`src/rtl/fot_chopper_pkg.sv`:
```
package fot_chopper_pkg;

  typedef enum logic [1:0] {
    DK_SLOW  = 2'd0,
    DK_FAST  = 2'd1,
    DK_MIXED = 2'd2,
    DK_SLOW3 = 2'd3
  } decay_e;

  typedef enum logic [1:0] {
    PH_IDLE = 2'd0,
    PH_ON   = 2'd1,
    PH_OFF  = 2'd2
  } phase_e;

endpackage

```
`src/rtl/fot_sync.sv`:
```
module fot_sync #(
  parameter int STAGES = 2
) (
  input  logic clk_i,
  input  logic rst_ni,
  input  logic d_i,
  output logic q_o
);
  logic [STAGES-1:0] sreg;

  always_ff @(posedge clk_i or negedge rst_ni) begin
    if (!rst_ni) sreg <= '0;
    else         sreg <= {sreg[STAGES-2:0], d_i};
  end

  assign q_o = sreg[STAGES-1];
endmodule

```
`src/rtl/fot_blank.sv`:
```
module fot_blank #(
  parameter int CNT_W = 8
) (
  input  logic             clk_i,
  input  logic             rst_ni,
  input  logic             clr_i,
  input  logic             load_i,
  input  logic [CNT_W-1:0] len_i,
  output logic             active_o
);
  logic [CNT_W-1:0] cnt;

  always_ff @(posedge clk_i or negedge rst_ni) begin
    if (!rst_ni)            cnt <= '0;
    else if (clr_i)         cnt <= '0;
    else if (load_i)        cnt <= len_i;
    else if (cnt != '0)     cnt <= cnt - 1'b1;
  end

  assign active_o = (cnt != '0);
endmodule

```
`src/rtl/fot_offtime.sv`:
```
module fot_offtime
  import fot_chopper_pkg::*;
#(
  parameter int CNT_W = 8
) (
  input  logic             clk_i,
  input  logic             rst_ni,
  input  logic             start_i,
  input  logic [CNT_W-1:0] off_len_i,
  input  logic [CNT_W-1:0] fast_len_i,
  input  decay_e           mode_i,
  output logic             last_o,
  output logic             sink_on_o
);
  logic [CNT_W-1:0] off_cnt;
  logic [CNT_W-1:0] fast_cnt;
  decay_e           mode_q;
  logic [CNT_W-1:0] fast_clamped;

  // fast portion never exceeds the off-time
  assign fast_clamped = (fast_len_i > off_len_i) ? off_len_i : fast_len_i;

  always_ff @(posedge clk_i or negedge rst_ni) begin
    if (!rst_ni) begin
      off_cnt  <= '0;
      fast_cnt <= '0;
      mode_q   <= DK_SLOW;
    end else if (start_i) begin
      off_cnt  <= off_len_i;
      fast_cnt <= fast_clamped;
      mode_q   <= mode_i;
    end else begin
      if (off_cnt != '0)  off_cnt  <= off_cnt - 1'b1;
      if (fast_cnt != '0) fast_cnt <= fast_cnt - 1'b1;
    end
  end

  assign last_o = (off_cnt <= CNT_W'(1));

  always_comb begin
    unique case (mode_q)
      DK_FAST:  sink_on_o = 1'b0;
      DK_MIXED: sink_on_o = (fast_cnt == '0);
      default:  sink_on_o = 1'b1;
    endcase
  end
endmodule

```
`src/rtl/fot_chopper.sv`:
```
module fot_chopper
  import fot_chopper_pkg::*;
#(
  parameter int CNT_W       = 8,
  parameter int SYNC_STAGES = 2
) (
  input  logic             clk_i,
  input  logic             rst_ni,
  input  logic             trip_i,
  input  logic [1:0]       decay_mode_i,
  input  logic             disable_i,
  input  logic             fault_i,
  input  logic [CNT_W-1:0] off_cycles_i,
  input  logic [CNT_W-1:0] blank_cycles_i,
  input  logic [CNT_W-1:0] fast_cycles_i,
  output logic             src_en_o,
  output logic             snk_en_o,
  output logic             blank_o
);
  phase_e phase_q, phase_d;
  logic   trip_s;
  logic   kill;
  logic   blanking;
  logic   go_off;
  logic   off_last;
  logic   off_sink;
  logic   blank_load;

  assign kill = disable_i | fault_i;

  fot_sync #(.STAGES(SYNC_STAGES)) u_sync (
    .clk_i (clk_i),
    .rst_ni(rst_ni),
    .d_i   (trip_i),
    .q_o   (trip_s)
  );

  assign go_off = (phase_q == PH_ON) && !blanking && trip_s;

  always_comb begin
    phase_d = phase_q;
    if (kill) phase_d = PH_IDLE;
    else begin
      unique case (phase_q)
        PH_IDLE: phase_d = PH_ON;
        PH_ON:   if (go_off)   phase_d = PH_OFF;
        PH_OFF:  if (off_last) phase_d = PH_ON;
        default: phase_d = PH_IDLE;
      endcase
    end
  end

  always_ff @(posedge clk_i or negedge rst_ni) begin
    if (!rst_ni) phase_q <= PH_IDLE;
    else         phase_q <= phase_d;
  end

  // every switching event reloads the blanking window
  assign blank_load = !kill && (phase_d != phase_q);

  fot_blank #(.CNT_W(CNT_W)) u_blank (
    .clk_i   (clk_i),
    .rst_ni  (rst_ni),
    .clr_i   (kill),
    .load_i  (blank_load),
    .len_i   (blank_cycles_i),
    .active_o(blanking)
  );

  fot_offtime #(.CNT_W(CNT_W)) u_off (
    .clk_i     (clk_i),
    .rst_ni    (rst_ni),
    .start_i   (go_off && !kill),
    .off_len_i (off_cycles_i),
    .fast_len_i(fast_cycles_i),
    .mode_i    (decay_e'(decay_mode_i)),
    .last_o    (off_last),
    .sink_on_o (off_sink)
  );

  assign src_en_o = !kill && (phase_q == PH_ON);
  assign snk_en_o = !kill && ((phase_q == PH_ON) || ((phase_q == PH_OFF) && off_sink));
  assign blank_o  = !kill && blanking;
endmodule

```
`config.mk`:
```
export PLATFORM = sky130hd
export DESIGN_NAME = fot_chopper
export DESIGN_NICKNAME = d
export VERILOG_FILES = /design/src/rtl/fot_chopper_pkg.sv /design/src/rtl/fot_sync.sv /design/src/rtl/fot_blank.sv /design/src/rtl/fot_offtime.sv /design/src/rtl/fot_chopper.sv
export SDC_FILE = /design/constraint.sdc
export NUM_CORES = 1
export LEC_CHECK = 0
export BUFFER_PORTS_ARGS = -buffer_cell sky130_fd_sc_hd__buf_2
export CAP_MARGIN = 20
export CORE_AREA = 5 5 73 75
export CTS_CLUSTER_DIAMETER = 150
export DETAILED_ROUTE_END_ITERATION = 8
export DIE_AREA = 0 0 78 80
export SYNTH_ARGS = -nofsm -noshare
export SYNTH_HDL_FRONTEND = slang
export SYNTH_SLANG_ARGS = --single-unit
```
`constraint.sdc`:
```
create_clock -name clk_i -period 3.9 [get_ports clk_i]
set_input_delay 0 -clock clk_i [delete_from_list [all_inputs] [get_ports clk_i]]
set_output_delay 0 -clock clk_i [all_outputs]
set_load 0.01 [all_outputs]
```
Word-level counts from Yosys, hierarchy flattened
Cells that the tools add are included.
Widths: inputs -> output; s select.
{ "totals": {"input_bits": 31, "elab_cells": 49, "ff_bits": 30, "out_inout_bits": 3} }
{ "op_classes": {"magnitude_cmp": 2, "n_eq_ne": 5, "reduce_logical": 19, "n_mux": 13, "addsub": 3, "n_bitwise": 1} }
{ "op_table": {"columns": ["cell", "n"], "rows": [
  ["$mux 8", 8],
  ["$reduce_bool 8->1", 3],
  ["$sub 8x1->8 const B", 3],
  ["$gt 8x8->1", 1],
  ["$le 8x1->1 const B", 1],
  ["$logic_and 1x1->1", 8],
  ["$logic_not 8->1", 1],
  ["$mux 2", 3],
  ["$pmux 2 s3", 1],
  ["$eq 2x1->1 const B", 2],
  ["$eq 2x2->1 const B", 2],
  ["$reduce_bool 2->1", 2],
  ["$reduce_bool 3->1", 1],
  ["$logic_not 1->1", 2],
  ["$logic_not 2->1", 1],
  ["$ne 2x2->1", 1],
  ["$pmux 1 s2", 1],
  ["$logic_or 1x1->1", 1],
  ["$or 1x1->1", 1]
]} }

Depth between registers and ports, before layout
{ "logic_depth": {"ltp_word": 11, "mapped_depth": 8, "depth_no_buf": 7} }

By module
A second synthesis with hierarchy kept.
{ "hier_totals": {"cells_unflattened": 227, "hier_area_um2": 2128.3} }
{ "modules_own_cells": {"columns": ["module", "area_each_um2", "cells_each", "seq_area_each_um2", "instances"], "rows": [
  ["fot_offtime", 1401.3, 155, 450.4, 1],
  ["fot_blank", 508.0, 52, 200.2, 1],
  ["fot_chopper", 168.9, 18, 50.0, 1],
  ["fot_sync", 50.0, 2, 50.0, 1]
]} }

Least setup slack after synthesis
OpenSTA, ideal clock, no wires.
{ "synth_timing": {"path_kind": "register -> register", "startpoint": "register u_blank.cnt[0]", "endpoint": "register u_off.fast_cnt[0]", "synth_period_minus_slack_ns": 2.180, "slack_ns": 1.720, "stages_incl_launch_ff": 8, "t_arrival_ns": 2.061, "setup_ns": 0.120, "t_required_ns": 3.780, "cell_sequence": "dfrtp_1 inv_1 ha_1 or4bb_1 nor4_4 buf_6 o32ai_1 a31o_1"} }
{ "synth_via": {"elab_chain_cells": 6, "word_cells_on_any_way": 7} }
{ "synth_lines": {"columns": ["element", "line_no", "text"], "rows": [
  ["from (decl)", "fot_blank.sv:11", "logic [CNT_W-1:0] cnt;"],
  ["from (signal assigned)", "fot_blank.sv:16", "else if (load_i) cnt <= len_i;"],
  ["from (signal assigned)", "fot_blank.sv:17", "else if (cnt != '0) cnt <= cnt - 1'b1;"],
  ["$reduce_bool 8->1 *", "fot_blank.sv:20", "assign active_o = (cnt != '0);"],
  ["$logic_not 1->1 *", "fot_chopper.sv:38", "assign go_off = (phase_q == PH_ON) && !blanking && trip_s;"],
  ["$logic_and 1x1->1 * (2 in series)", "fot_chopper.sv:38", null],
  ["$logic_and 1x1->1 *", "fot_chopper.sv:73", ".start_i (go_off && !kill),"],
  ["$mux 8 or $reduce_bool 2->1 (tied branches)", null, null],
  ["to (signal assigned)", "fot_offtime.sv:30", "fast_cnt <= fast_clamped;"],
  ["to (signal assigned)", "fot_offtime.sv:34", "if (fast_cnt != '0) fast_cnt <= fast_cnt - 1'b1;"],
  ["to (decl)", "fot_offtime.sv:16", "logic [CNT_W-1:0] fast_cnt;"]
]} }
Mark *: on every way between the ends. The rest lies on a longest branch, timed or not.
A chain may end at the register's enable or synchronous reset.

Final worst setup path
{ "layout_timing": {"startpoint": "register u_blank.cnt[0]", "endpoint": "register u_off.fast_cnt[2]"} }
Same word-level chain as after synthesis.

==> results.sh <==
export IMPL_yosys_warnings=0
export IMPL_clkTransAtPathRegs_ps=70
export IMPL_setup_viol=0
export IMPL_drv_cap=0
export IMPL_ff2ff_setup_slack_ps=1240
export IMPL_power_leakage_nw=1.14
export IMPL_worstPathArrival_ps=2820
export IMPL_cp_max_fo=22
export IMPL_ir_drop_mv=0.349
export IMPL_endpoint_kind="flop"
export IMPL_cp_required_ps=4060
export IMPL_worstHoldPathType="input port to flop"
export IMPL_fin_nets=314
export IMPL_rsz0062_at_grt="no"
export IMPL_yosys_area_share_simple_pct=23.5
export IMPL_synth_top_family_by_area="simple AND/OR/NAND/NOR gates"
export IMPL_synth_xor_area_share_pct=6.12
export IMPL_drive_gt1_share_pct=20.3
export IMPL_seq_area_frac_synth_pct=37.5
export IMPL_gp_congestion=0.796
export IMPL_dp_cells=302
export IMPL_tns_ps=0
export IMPL_cts_tree="yes"
export IMPL_grt_antenna_before_repair=0
export IMPL_slew_headroom_pct=43.1
export IMPL_syn_nets=265
export IMPL_htree_levels=2
export IMPL_cp_start_kind="flop"
export IMPL_ant_nets=0
export IMPL_cts_made_buffers=5
export IMPL_clock_latency_ps=290
export IMPL_vias_per_cell=5.41
export IMPL_p_sw_share_pct=32.5
export IMPL_area_growth_pct=24.7
export IMPL_syn_area_um2=2000
export IMPL_finalHoldViolCount=0
export IMPL_report_final_slew_viol_count=0
export IMPL_diodes=0
export IMPL_synth_compound_area_share_pct=17.7
export IMPL_placementRows=25
export IMPL_finalCriticalPeriod_ps=2660
export IMPL_root_buffer="clkbuf_8"
export IMPL_reg2reg_to="u_off.fast_cnt[2]"
export IMPL_syn_inst=221
export IMPL_first_iter_violations=84
export IMPL_clock_sinks=30
export IMPL_period_share_pct=68.2
export IMPL_async_flop_share_pct=100
export IMPL_hold_path_depth=3
export IMPL_pin_count=34
export IMPL_die_area_um2=6240
export IMPL_synth_edf_count=0
export IMPL_initial_core_util_pct=43.6
export IMPL_ctsResizeCount=0
export IMPL_combPwrFrac_pct=33.5
export IMPL_synth_top_area_share_pct=37.5
export IMPL_fp_dieW_um=78
export IMPL_synth_mux_area_share_pct=2.62
export IMPL_vias=1759
export IMPL_grt_overflow_total=0
export IMPL_r2r_start="u_blank.cnt[0]"
export IMPL_crit_type="flop to flop"
export IMPL_grt_max_degree=31
export IMPL_worst_pin_slew_ps=848
export IMPL_status="finished, final reports clean"
export IMPL_p_switching_mw=0.444
export IMPL_wl_per_cell_um=14.2
export IMPL_hold_ws_ps=17.2
export IMPL_portBuffers=33
export IMPL_skew_ps=10.7
export IMPL_dp_hpwl_mm=3.40
export IMPL_synth_largest_area_cell="dfrtp_1"
export IMPL_holdBufCountCts=15
export IMPL_coreArea_um2=4600
export IMPL_grt_pass1_wl_mm=7.92
export IMPL_track_usage_pct=15.8
export IMPL_worstHoldStart="off_cycles_i[2]"
export IMPL_final_cells=325
export IMPL_avgSynthCellArea_um2=9.06
export IMPL_route_detailed_drc=0
export IMPL_cts_buffer_depth=2
export IMPL_grt_pass1_vias=1709
export IMPL_fmax_mhz=376
export IMPL_yosys_area_share_adder_pct=8.12
export IMPL_internal_power_mw=0.925
export IMPL_reg2regPathDepth=7
export IMPL_synthFlopType="dfrtp_1"
export IMPL_worstHoldEndpoint="u_off.off_cnt[2]"
export IMPL_synthDistinctLibCells=48
export IMPL_ys_ff_latch=30
export IMPL_pwr_share_seq_pct=37.8
export IMPL_synthTopCellsByArea="dfrtp_1, ha_1, nand2_1, nor2_1, xnor2_1"
export IMPL_totalWireLength_mm=4.61
export IMPL_power_density_nw_per_um2=548
export IMPL_drt_pass1_iter_count=4
export IMPL_cts_setup_buffers=0
export IMPL_die_h_um=80
export IMPL_p_clk_share_pct=28.7
## logic make-up (layout without fill, tap and decap cells)
family / Yosys count / count (layout)
AOI/OAI and AO/OA: 48 / 48
DFF: 30 / 30
adders and majority gates: 13 / 13
xor gates and xnor gates: 14 / 14
muxes: 5 / 5
and+or+nand+nor: 89 / 89
buffers and inverters: 22 / 72
## cells in the final DEF (no fill, tap or decap), types with 2 or more instances in the layout
cell type,n
dfrtp_1,30
o21ai_0,5
a21oi_1,10
nor2_1,21
and3_1,2
o2bb2ai_1,6
clkbuf_8,6
a211oi_1,7
nor3b_1,2
nor3_1,8
a311o_1,2
mux2_2,2
a31oi_1,2
or4_4,2
bufinv_16,2
dlygate4sd3_1,15
o211ai_1,3
buf_2,33
nand2_1,24
or2_2,3
inv_1,16
nand4_1,3
nor4_1,7
xnor2_1,8
mux2i_1,3
nor2b_1,4
xor2_1,6
nand3_1,5
ha_1,13
## critical path, cell delays in order (launching register included)
cell     delay [ps]
dfrtp_1         410
inv_1           140
ha_1            230
or4bb_1         570
nor2_1          110
nand2_1         410
and3_1          360
a311o_1         310
## flip-flops by register name (all words and copies together) (netlist names)
signal	flops
u_off.fast_cnt	8
phase_q	2
u_blank.cnt	8
u_off.mode_q	2
u_off.off_cnt	8
u_sync.sreg	2
## power by group through the flow
| stage | Combinational (mW) | Clock, mW | Sequential, mW |
|---|---|---|---|
| after detailed placement | 0.447 | 0 | 0.521 |
| after CTS | 0.462 | 0.401 | 0.515 |
| after floorplan | 0.365 | 0 | 0.496 |
| after global routing | 0.518 | 0.417 | 0.531 |
| final | 0.458 | 0.394 | 0.517 |
| after global placement | 0.449 | 0 | 0.518 |
## cells in the mapped netlist (2+ instances only)
cell type  count
dfrtp_1       30
nand2_1       24
nor2_1        21
inv_1         16
ha_1          13
a21oi_1       10
nor3_1         8
xnor2_1        8
a211oi_1       7
nor4_1         7
o2bb2ai_1      6
xor2_1         6
clkbuf_1       5
nand3_1        5
o21ai_0        5
nor2b_1        4
mux2i_1        3
nand4_1        3
o211ai_1       3
or2_2          3
a311o_1        2
a31oi_1        2
and3_1         2
mux2_2         2
nor3b_1        2
or4_4          2
## area by class of cell
type / instances / area, um2
Tap cell: 54 / 67.6
Timing Repair Buffer: 48 / 315
Inverter: 16 / 60.1
Multi-Input combinational cell: 169 / 1160
Sequential cell: 30 / 751
Clock buffer: 6 / 82.6
Clock inverter: 2 / 60.1
Fill cell: 417 / 2100
## metrics by stage
| step | area, um2 | util (%) | total power [mW] | setup WS (ps) |
|---|---|---|---|---|
| final | 2500 | 54.3 | 1.37 | 1240 |
| after global routing | 2500 | 54.3 | 1.47 | 1000 |
| after CTS | 2500 | 54.3 | 1.38 | 1230 |
| after detailed placement | 2210 | 48.0 | 0.968 | 1250 |
| after global placement | 2210 | 48.0 | 0.967 | 1370 |
| after floorplan | 2000 | - | 0.861 | 1720 |
## metal layers
layer | share of wire, % | wire [um] | track usage [%]
met3 | 4.5 | 208 | 3.39
met4 | 2.0 | 94 | 6.93
met2 | 43 | 1990 | 23.2
met1 | 50 | 2320 | 22.3
met5 | 0 | 0 | 0
## worst max-delay path by stage
| stage | endpoint | slack, ps | cells past startpoint | start |
|---|---|---|---|---|
| after floorplan | u_off.fast_cnt[0] | 1720 | 7 | u_blank.cnt[0] |
| after global placement | u_off.fast_cnt[0] | 1370 | 7 | u_blank.cnt[0] |
| after detailed placement | u_off.fast_cnt[0] | 1250 | 7 | u_blank.cnt[0] |
| after CTS | u_off.fast_cnt[3] | 1230 | 7 | u_blank.cnt[0] |
| after global routing | u_off.fast_cnt[3] | 1000 | 7 | u_blank.cnt[0] |
| final | u_off.fast_cnt[2] | 1240 | 7 | u_blank.cnt[0] |
Power figures use the tool's default switching activity.
